File: config.mk
export PLATFORM = sky130hd
export DESIGN_NAME = vcap_aligner
export DESIGN_NICKNAME = d
export VERILOG_FILES = /design/src/rtl/vcap_pkg.sv /design/src/rtl/vcap_sync2.sv /design/src/rtl/vcap_tapdelay.sv /design/src/rtl/vcap_clkgen.sv /design/src/rtl/vcap_aligner.sv
export SDC_FILE = /design/constraint.sdc
export NUM_CORES = 1
export LEC_CHECK = 0
export CORE_UTILIZATION = 50
export DETAILED_ROUTE_END_ITERATION = 6
export DONT_BUFFER_PORTS = 1
export GPL_TIMING_DRIVEN = 0
export SLEW_MARGIN = 20
export SYNTH_ARGS = -nofsm -noshare
export SYNTH_HDL_FRONTEND = slang
export SYNTH_SLANG_ARGS = --single-unit
File: constraint.sdc
create_clock -name clk_fast_i -period 4.3 [get_ports clk_fast_i]
set_clock_uncertainty 0.15 [all_clocks]
set_input_delay 0.215 -clock clk_fast_i [delete_from_list [all_inputs] [get_ports clk_fast_i]]
set_output_delay 0.215 -clock clk_fast_i [all_outputs]
set_load 0.005 [all_outputs]
File: src/rtl/vcap_pkg.sv
// Shared constants and types for the video phase aligner.
// Assumes power-of-two tap depth; the widths below feed every submodule.
package vcap_pkg;
    localparam int VCAP_COLOR_W   = 4;
    localparam int VCAP_TAP_DEPTH = 16;
    localparam int VCAP_TAP_W     = $clog2(VCAP_TAP_DEPTH);
    localparam int VCAP_PIX_W     = 3 * VCAP_COLOR_W;

    // Phase and rate settings that are latched once per frame.
    typedef struct packed {
        logic                  hi_res;
        logic [VCAP_TAP_W-1:0] sync_tap;
        logic [VCAP_TAP_W-1:0] data_tap;
    } vcap_cfg_t;

    // Control signals that share the sync tap.
    typedef struct packed {
        logic hs;
        logic vs;
        logic de;
    } vcap_ctl_t;
endpackage

File: src/rtl/vcap_sync2.sv
// Two-flop synchronizer for a bundle of asynchronous inputs.
// Assumes each bit is independent; multi-bit skew is absorbed by sampling later.
module vcap_sync2 #(
    parameter int W = 1
) (
    input  logic         clk_i,
    input  logic         rst_n_i,
    input  logic [W-1:0] d_i,
    output logic [W-1:0] q_o
);
    logic [W-1:0] meta_q;

    // Two register stages into the fast clock domain.
    always_ff @(posedge clk_i) begin
        if (!rst_n_i) begin
            meta_q <= '0;
            q_o    <= '0;
        end else begin
            meta_q <= d_i;
            q_o    <= meta_q;
        end
    end
endmodule

File: src/rtl/vcap_tapdelay.sv
// Programmable delay line: output is the input delayed by tap_i clocks (0..DEPTH-1).
// Assumes DEPTH >= 2 and TAP_W = clog2(DEPTH); tap 0 passes the input through.
module vcap_tapdelay #(
    parameter int W     = 1,
    parameter int DEPTH = 16,
    parameter int TAP_W = $clog2(DEPTH)
) (
    input  logic             clk_i,
    input  logic             rst_n_i,
    input  logic [TAP_W-1:0] tap_i,
    input  logic [W-1:0]     d_i,
    output logic [W-1:0]     q_o
);
    localparam int STAGES = DEPTH - 1;

    logic [STAGES-1:0][W-1:0] stg_q;

    generate
        if (STAGES == 1) begin : g_single
            // One stage: a plain register.
            always_ff @(posedge clk_i) begin
                if (!rst_n_i) stg_q <= '0;
                else          stg_q[0] <= d_i;
            end
        end else begin : g_chain
            // Shift chain: stage i holds the input from i+1 clocks ago.
            always_ff @(posedge clk_i) begin
                if (!rst_n_i) stg_q <= '0;
                else          stg_q <= {stg_q[STAGES-2:0], d_i};
            end
        end
    endgenerate

    // Tap select: zero bypasses the chain.
    always_comb begin
        q_o = d_i;
        if (tap_i != '0) q_o = stg_q[tap_i - 1'b1];
    end
endmodule

File: src/rtl/vcap_clkgen.sv
// Divides the fast clock to make the source reference clock and the sample strobe.
// Assumes SLOT_HI and SLOT_LO are powers of two, with SLOT_LO >= SLOT_HI >= 2.
module vcap_clkgen #(
    parameter int DIV_HALF = 4,
    parameter int SLOT_HI  = 16,
    parameter int SLOT_LO  = 32
) (
    input  logic clk_i,
    input  logic rst_n_i,
    input  logic hi_res_i,
    output logic ref_clk_o,
    output logic strobe_o
);
    localparam int DIV_W  = (DIV_HALF > 1) ? $clog2(DIV_HALF) : 1;
    localparam int SLOT_W = $clog2(SLOT_LO);
    localparam int HI_W   = $clog2(SLOT_HI);

    logic [DIV_W-1:0]  div_q;
    logic [SLOT_W-1:0] slot_q;

    // Reference clock: toggle the register each time the half-period counter wraps.
    always_ff @(posedge clk_i) begin
        if (!rst_n_i) begin
            div_q     <= '0;
            ref_clk_o <= 1'b0;
        end else if (div_q == DIV_W'(DIV_HALF - 1)) begin
            div_q     <= '0;
            ref_clk_o <= ~ref_clk_o;
        end else begin
            div_q <= div_q + 1'b1;
        end
    end

    // Slot counter: free-running across the slow pixel period.
    always_ff @(posedge clk_i) begin
        if (!rst_n_i) slot_q <= '0;
        else          slot_q <= slot_q + 1'b1;
    end

    // Strobe: slot zero of each fast or slow pixel period.
    always_comb begin
        if (hi_res_i) strobe_o = (slot_q[HI_W-1:0] == '0);
        else          strobe_o = (slot_q == '0);
    end

    assert_refclk_half_R1: assert property (@(posedge clk_i) disable iff (!rst_n_i)
        (ref_clk_o != $past(ref_clk_o)) |=> (ref_clk_o == $past(ref_clk_o)));

    assert_strobe_single_R4: assert property (@(posedge clk_i) disable iff (!rst_n_i)
        strobe_o |=> !strobe_o);
endmodule

File: src/rtl/vcap_aligner.sv
// Top: captures a slow parallel video bus with a fast oversampling clock.
// Synchronizes the inputs, delays sync/DE and colour by separate taps, samples once per
// pixel period, and latches new settings only on a rising edge of the delayed vsync.
// Assumes the inputs are asynchronous and change no faster than the pixel period.
module vcap_aligner
    import vcap_pkg::*;
#(
    parameter int DIV_HALF = 4,
    parameter int SLOT_HI  = 16,
    parameter int SLOT_LO  = 32
) (
    input  logic                    clk_fast_i,
    input  logic                    rst_n_i,
    input  logic                    cfg_hi_res_i,
    input  logic [VCAP_TAP_W-1:0]   cfg_sync_tap_i,
    input  logic [VCAP_TAP_W-1:0]   cfg_data_tap_i,
    input  logic [VCAP_COLOR_W-1:0] red_i,
    input  logic [VCAP_COLOR_W-1:0] grn_i,
    input  logic [VCAP_COLOR_W-1:0] blu_i,
    input  logic                    hsync_i,
    input  logic                    vsync_i,
    input  logic                    de_i,
    output logic                    src_clk_o,
    output logic [VCAP_PIX_W-1:0]   pix_o,
    output logic                    pix_valid_o,
    output logic                    hsync_o,
    output logic                    vsync_o,
    output logic                    de_o,
    output logic                    sof_o
);
    vcap_cfg_t             act_q;
    vcap_ctl_t             ctl_raw, ctl_sync, ctl_dly;
    logic [VCAP_PIX_W-1:0] pix_sync, pix_dly;
    logic                  strobe;
    logic                  vs_prev_q, vs_rise, armed_q;

    assign ctl_raw = '{hs: hsync_i, vs: vsync_i, de: de_i};

    vcap_clkgen #(.DIV_HALF(DIV_HALF), .SLOT_HI(SLOT_HI), .SLOT_LO(SLOT_LO)) u_clkgen (
        .clk_i     (clk_fast_i),
        .rst_n_i   (rst_n_i),
        .hi_res_i  (act_q.hi_res),
        .ref_clk_o (src_clk_o),
        .strobe_o  (strobe)
    );

    vcap_sync2 #(.W(VCAP_PIX_W)) u_sync_pix (
        .clk_i (clk_fast_i), .rst_n_i (rst_n_i),
        .d_i   ({red_i, grn_i, blu_i}), .q_o (pix_sync)
    );

    vcap_sync2 #(.W(3)) u_sync_ctl (
        .clk_i (clk_fast_i), .rst_n_i (rst_n_i),
        .d_i   (ctl_raw), .q_o (ctl_sync)
    );

    vcap_tapdelay #(.W(VCAP_PIX_W), .DEPTH(VCAP_TAP_DEPTH), .TAP_W(VCAP_TAP_W)) u_dly_pix (
        .clk_i (clk_fast_i), .rst_n_i (rst_n_i),
        .tap_i (act_q.data_tap), .d_i (pix_sync), .q_o (pix_dly)
    );

    vcap_tapdelay #(.W(3), .DEPTH(VCAP_TAP_DEPTH), .TAP_W(VCAP_TAP_W)) u_dly_ctl (
        .clk_i (clk_fast_i), .rst_n_i (rst_n_i),
        .tap_i (act_q.sync_tap), .d_i (ctl_sync), .q_o (ctl_dly)
    );

    // Frame boundary: rising edge of the delayed vertical sync.
    always_ff @(posedge clk_fast_i) begin
        if (!rst_n_i) vs_prev_q <= 1'b0;
        else          vs_prev_q <= ctl_dly.vs;
    end
    assign vs_rise = ctl_dly.vs & ~vs_prev_q;

    // Active settings: copied from the inputs only at a frame boundary.
    always_ff @(posedge clk_fast_i) begin
        if (!rst_n_i) begin
            act_q <= '0;
        end else if (vs_rise) begin
            act_q <= '{hi_res: cfg_hi_res_i, sync_tap: cfg_sync_tap_i,
                       data_tap: cfg_data_tap_i};
        end
    end

    // Sample registers: load the delayed bus once per pixel period.
    always_ff @(posedge clk_fast_i) begin
        if (!rst_n_i) begin
            pix_o   <= '0;
            hsync_o <= 1'b0;
            vsync_o <= 1'b0;
            de_o    <= 1'b0;
        end else if (strobe) begin
            pix_o   <= pix_dly;
            hsync_o <= ctl_dly.hs;
            vsync_o <= ctl_dly.vs;
            de_o    <= ctl_dly.de;
        end
    end

    // Valid strobe: one clock per captured sample.
    always_ff @(posedge clk_fast_i) begin
        if (!rst_n_i) pix_valid_o <= 1'b0;
        else          pix_valid_o <= strobe;
    end

    // Start-of-frame arming: set at vsync rise, cleared by the first active sample.
    always_ff @(posedge clk_fast_i) begin
        if (!rst_n_i)                          armed_q <= 1'b0;
        else if (vs_rise)                      armed_q <= 1'b1;
        else if (strobe && ctl_dly.de)         armed_q <= 1'b0;
    end

    // Start-of-frame flag: marks the first active sample after arming.
    always_ff @(posedge clk_fast_i) begin
        if (!rst_n_i) sof_o <= 1'b0;
        else          sof_o <= strobe & ctl_dly.de & armed_q & ~vs_rise;
    end

    assert_valid_pulse_R4: assert property (@(posedge clk_fast_i) disable iff (!rst_n_i)
        pix_valid_o |=> !pix_valid_o);

    assert_hold_between_R3: assert property (@(posedge clk_fast_i) disable iff (!rst_n_i)
        !pix_valid_o |-> $stable({hsync_o, vsync_o, de_o, pix_o}));

    assert_cfg_frame_only_R7: assert property (@(posedge clk_fast_i) disable iff (!rst_n_i)
        !vs_rise |=> $stable(act_q));

    assert_sof_on_active_R8: assert property (@(posedge clk_fast_i) disable iff (!rst_n_i)
        sof_o |-> (pix_valid_o && de_o));
endmodule

# Yosys cells after proc, flatten, opt, wreduce, memory -nomap -nowiden
# Cells that the tools add are included.
# word_totals
reg_bits	291
# classes
n_addsub	4
magnitude_cmp	2
eq_ne	1
n_mux	9
n_bitwise	8
reduce_logical	7
# ops
op	count
12-bit binary-select mux with 4-bit select	1
12-bit two-way mux	2
3-bit binary-select mux with 4-bit select	1
4-bit by 5-bit less-than comparator with 1-bit output (second input constant)	2
4-bit nonzero test	2
4-bit by 1-bit subtractor with 4-bit output (second input constant)	2
3-bit two-way mux	2
5-bit by 1-bit adder with 5-bit output (second input constant)	1
5-bit zero test	1
1-bit bitwise AND	4
4-bit zero test	1
1-bit NOT	4
1-bit two-way mux	3
2-bit by 1-bit adder with 2-bit output (second input constant)	1
2-bit equality test (second input constant)	1
2-bit nonzero test	1
2-bit OR reduction	1
1-bit logical AND	1

# Longest topological paths before layout
# logic_depth
word_depth	7
mapped_depth	12
ltp_nobuf	7

# Hierarchy
# From an unflattened synthesis, not the netlist that was laid out.
# unflattened
hier_cells	903
area_unflattened_um2	10625.2
# modules_own_cells
module	instances	cells_each	area_per_inst_um2	seq_area_each_um2
vcap_tapdelay (u_dly_pix)	1	564	6670.1	3603.5
vcap_tapdelay (u_dly_ctl)	1	147	1710.4	900.9
vcap_aligner	1	99	1076.0	560.5
vcap_sync2 (u_sync_pix)	1	50	675.6	480.5
vcap_clkgen	1	31	335.3	160.2
vcap_sync2 (u_sync_ctl)	1	12	157.7	120.1

# Worst setup path before layout
# Ideal clock, no wire load.
# synth_timing
path_kind	register -> register
from	register act_q[0] (netlist bit)
to	register pix_o[10]
t_arrival_ns	2.605
slack_ns	1.408
stages_incl_launch_ff	12
path_buffers	5
cell_sequence	dfxtp_1 > clkbuf_2 > buf_4 > inv_1 > buf_2 > ha_1 > buf_4 > clkbuf_1 > mux4_2 > mux4_2 > nand2_1 > a31oi_1
# synth_via
elab_chain_len	4
word_cells_on_any_way	5
# synth_lines
item	line_no	rtl
start: declaration	vcap_aligner.sv:31	vcap_cfg_t act_q;
start signal: assignment	vcap_aligner.sv:79	act_q <= '{hi_res: cfg_hi_res_i, sync_tap: cfg_sync_tap_i,
4-bit by 1-bit subtractor with 4-bit output	vcap_tapdelay.sv:37	if (tap_i != '0) q_o = stg_q[tap_i - 1'b1];
12-bit binary-select mux with 4-bit select	vcap_tapdelay.sv:37	
12-bit two-way mux (not written as such)	vcap_tapdelay.sv:37	
12-bit two-way mux *	vcap_tapdelay.sv:37	
end signal: assignment	vcap_aligner.sv:92	pix_o <= pix_dly;
end: declaration	vcap_aligner.sv:24	output logic [VCAP_PIX_W-1:0] pix_o,
# Mark *: on every way between the ends. The rest lies on a longest branch, timed or not. The select of a mux whose other input is x is not followed.
# A chain may end at the register's enable or synchronous reset.

# Final worst setup path
# layout_timing
from	register act_q[0] (netlist bit)
to	register pix_o[5]
# Same word-level chain as after synthesis.

==> key figures <==
Run
  • Maxcap violations: 0

Timing
  • Number of setup violations in the final report: 0
  • Slew HR: 0.463
  • Post-Route Setup TNS: 0 ns
  • Final-report max-slew violation count: 0
  • Final period util: 0.841
  • Final Hold Viols: 0
  • Fmax: between 200 and 300 MHz
  • Unrepaired setup endpoints after global routing: no
  • Measured slew at the worst slew-check pin: between 0.8 and 0.9 ns
  • Crit path time final: between 3 and 4 ns

Synthesis
  • Register area share after synthesis: 0.570
  • Synth unique cells: 40
  • Syn Area/Cell: 12.1 um^2
  • Mapped cell area: about 10000 um^2
  • Register bit total from synthesis: a little under 300
  • Gate Count Post-Synth: about 840
  • Mapped Nets: 876
  • Yosys warns: 0

Route
  • Initial DRT Pass Iterations: 4
  • Total Routed Length: 21300 um
  • # DRC: 0
  • Via density: around 5
  • Final ANT Viol Nets: 0
  • WL/cell: 17.9 um
  • Via count: 6073
  • Starting DRT DRC Count: 274

Worst setup path
  • CP delay by family, top: buffers and inverters
  • Arrival time at the worst endpoint: 3.88 ns
  • CP peak stage delay: ~0.53 ns
  • Worst-path maximum fanout: 11
  • Worst Setup Path Type: reg2reg
  • Setup crit end kind: flop
  • CP bufs+invs: 6
  • Startpoint Class: flop
  • Worst-path cell chain: clkbuf_2 > buf_4 > inv_1 > buf_2 > ha_1 > buf_4 > clkbuf_1 > mux4_2 > mux4_2 > nand2_1 > a31oi_1
  • CP max stage cell: mux4_2
  • Reg-to-reg slack, setup: slightly below 0.7 ns
  • Critical Path RT: 4.56 ns

Place
  • Number of port buffers: 0
  • Dpl hpwl: around 16000 um
  • GP Congestion: approximately 0.9

Clock tree
  • Inserted Clock Buffers: 30
  • Worst-Skew Late Latency: between 0.5 and 0.6 ns
  • Clk sinks: 291
  • H-Tree Depth: 1
  • Root Buffer: clkbuf_16
  • Clock-pin transition on the worst setup and hold timing paths: ~0.060 ns
  • Postcts setup bufs: 0
  • Clock buffer depth: 3
  • CTS tree: done

Die
  • Die X: between 100 and 150 um
  • Die H: roughly 150 um
  • Placeable Area: approximately 20000 um^2
  • Io pins: 44
  • Initial Util: 0.517
  • Die area: 21000 um^2
  • # rows: roughly 50

Power
  • Power per cell area: about 470 nW/um^2
  • Final Power: 5.62 mW
  • Leakage Power: ~4.5 nW
  • Peak VDD IR: between 0.2 and 0.3 mV

Finish
  • Nets: 935
  • Most common cell after layout, fill and taps aside: dfxtp_1
  • Most frequent cells in the layout: 291 x dfxtp_1, 258 x and2_1, 54 x mux4_2
  • Area delta synth->final: 15.8%
  • Share of layout cells above drive strength 1: 0.137

Hold path
  • Worst hold path type: in2reg

Global route
  • First-pass GRT wire length: about 34000 um
  • GRT Overall Usage: 0.208
  • Vias in the first global route: ~6.1k
  • Grt total ovfl: 0
  • Initial antenna violation count: 1
  • Largest net degree at the start of global routing: 15

Status
  • Status: complete, no violations
-- state kept, by name, summed over array words and instances, names as in the netlist, 2 cells and up --
signal and count:
u_dly_pix.stg_q 180, u_dly_ctl.stg_q 45, pix_o 12, u_sync_pix.meta_q 12, u_sync_pix.q_o 12, act_q 9, u_clkgen.slot_q 5, u_sync_ctl.meta_q 3
u_sync_ctl.q_o 3, u_clkgen.div_q 2
-- cells in the mapped netlist --
| cell type | number | area, um^2 |
|---|---|---|
| nor2_2 | 1 | 6.26 |
| a21oi_1 | 2 | 10.0 |
| mux4_1 | 4 | 105 |
| nor3b_1 | 2 | 15.0 |
| o22a_1 | 1 | 8.76 |
| nor2b_1 | 3 | 18.8 |
| nand2_4 | 1 | 11.3 |
| a41o_1 | 1 | 10.0 |
| nor4_1 | 2 | 12.5 |
| nand2_1 | 44 | 165 |
| buf_1 | 2 | 7.51 |
| nand3_1 | 8 | 40.0 |
| mux4_2 | 54 | 1220 |
| buf_4 | 5 | 37.5 |
| clkbuf_2 | 1 | 5.00 |
| o2bb2ai_1 | 14 | 123 |
| xor2_1 | 3 | 26.3 |
| inv_1 | 8 | 30.0 |
| o211ai_1 | 1 | 7.51 |
| mux2_4 | 1 | 15.0 |
| a2bb2oi_4 | 1 | 26.3 |
| xnor2_1 | 5 | 43.8 |
| o31a_1 | 1 | 8.76 |
| a211oi_2 | 1 | 12.5 |
| o21ai_0 | 14 | 70.1 |
| buf_2 | 8 | 40.0 |
| ha_1 | 7 | 87.6 |
| dfxtp_1 | 291 | 5830 |
| mux2i_1 | 29 | 290 |
| o32ai_1 | 1 | 8.76 |
| nand2b_1 | 1 | 6.26 |
| clkbuf_1 | 40 | 150 |
| nor2_1 | 8 | 30.0 |
| or3b_2 | 1 | 8.76 |
| a31oi_1 | 13 | 81.3 |
| nor4b_2 | 1 | 15.0 |
| nor3_1 | 2 | 10.0 |
| and2_1 | 258 | 1610 |
| buf_6 | 1 | 11.3 |
| o31ai_1 | 2 | 15.0 |
-- logic make-up after synthesis --
kind of cell,synth area share
AOI/OAI and AO/OA,0.0373
buffers and inverters,0.0275
adders and majority gates,0.00856
muxes,0.159
and+or+nand+nor,0.191
DFF,0.570
xor gates and xnor gates,0.00685
-- where the power goes --
part | leakage, nW | switching, mW | internal (mW)
clock network | 0.502 | 1.02 | 1.54
registers | 2.36 | 0.0378 | 2.75
logic | 1.67 | 0.163 | 0.110
total | 4.53 | 1.22 | 4.40
-- area by class of cell --
class / count / area [um^2]
Timing Repair Buffer: 27 / 270
Tap cell: 265 / 332
Multi-Input combinational cell: 487 / 4120
Buffer: 57 / 251
Sequential cell: 291 / 5830
Fill cell: 1660 / 7940
Clock buffer: 46 / 932
Inverter: 8 / 30.0
Antenna cell: 1 / 2.50
Clock inverter: 10 / 80.1
-- metal layers --
| layer | GRT usage | routed length, um | share of wire | vias to the layer above |
|---|---|---|---|---|
| li1 | - | - | - | 2965 |
| met1 | 0.292 | 10200 | 0.48 | 2969 |
| met2 | 0.328 | 9650 | 0.45 | 108 |
| met3 | 0.0349 | 1040 | 0.049 | 31 |
| met4 | 0.0638 | 442 | 0.021 | 0 |
| met5 | 0 | 0 | 0 | - |
-- stage by stage --
| step | hold WS, ns | utilization | instance area (um^2) | setup slack [ns] | std cells |
|---|---|---|---|---|---|
| 2_1_floorplan | 0.192 | - | 10200 | 1.41 | 843 |
| 3_3_place_gp | 0.193 | 0.534 | 10600 | 0.675 | 1108 |
| 3_5_place_dp | 0.195 | 0.534 | 10600 | 0.673 | 1108 |
| 4_1_cts | 0.0817 | 0.599 | 11800 | 0.649 | 1191 |
| 5_1_grt | 0.0957 | 0.599 | 11800 | 0.447 | 1191 |
| 6_report | 0.0966 | 0.599 | 11800 | 0.684 | 1192 |
-- final timing paths --
path	from	end	cells after the start
min	rst_n_i	armed_q	2
min reg2reg	u_clkgen.div_q[0]	u_clkgen.div_q[0]	1
max	act_q[0]	pix_o[5]	11
max reg2reg	act_q[0]	pix_o[5]	11
-- timing repair --
action                                  4_1_cts  5_1_grt
endpoints found under the hold margin        32        0
hold buffers                                 27        0
endpoints found under the setup margin        0        0
gates resized for setup                       0        0
Power figures use the tool's default switching activity.
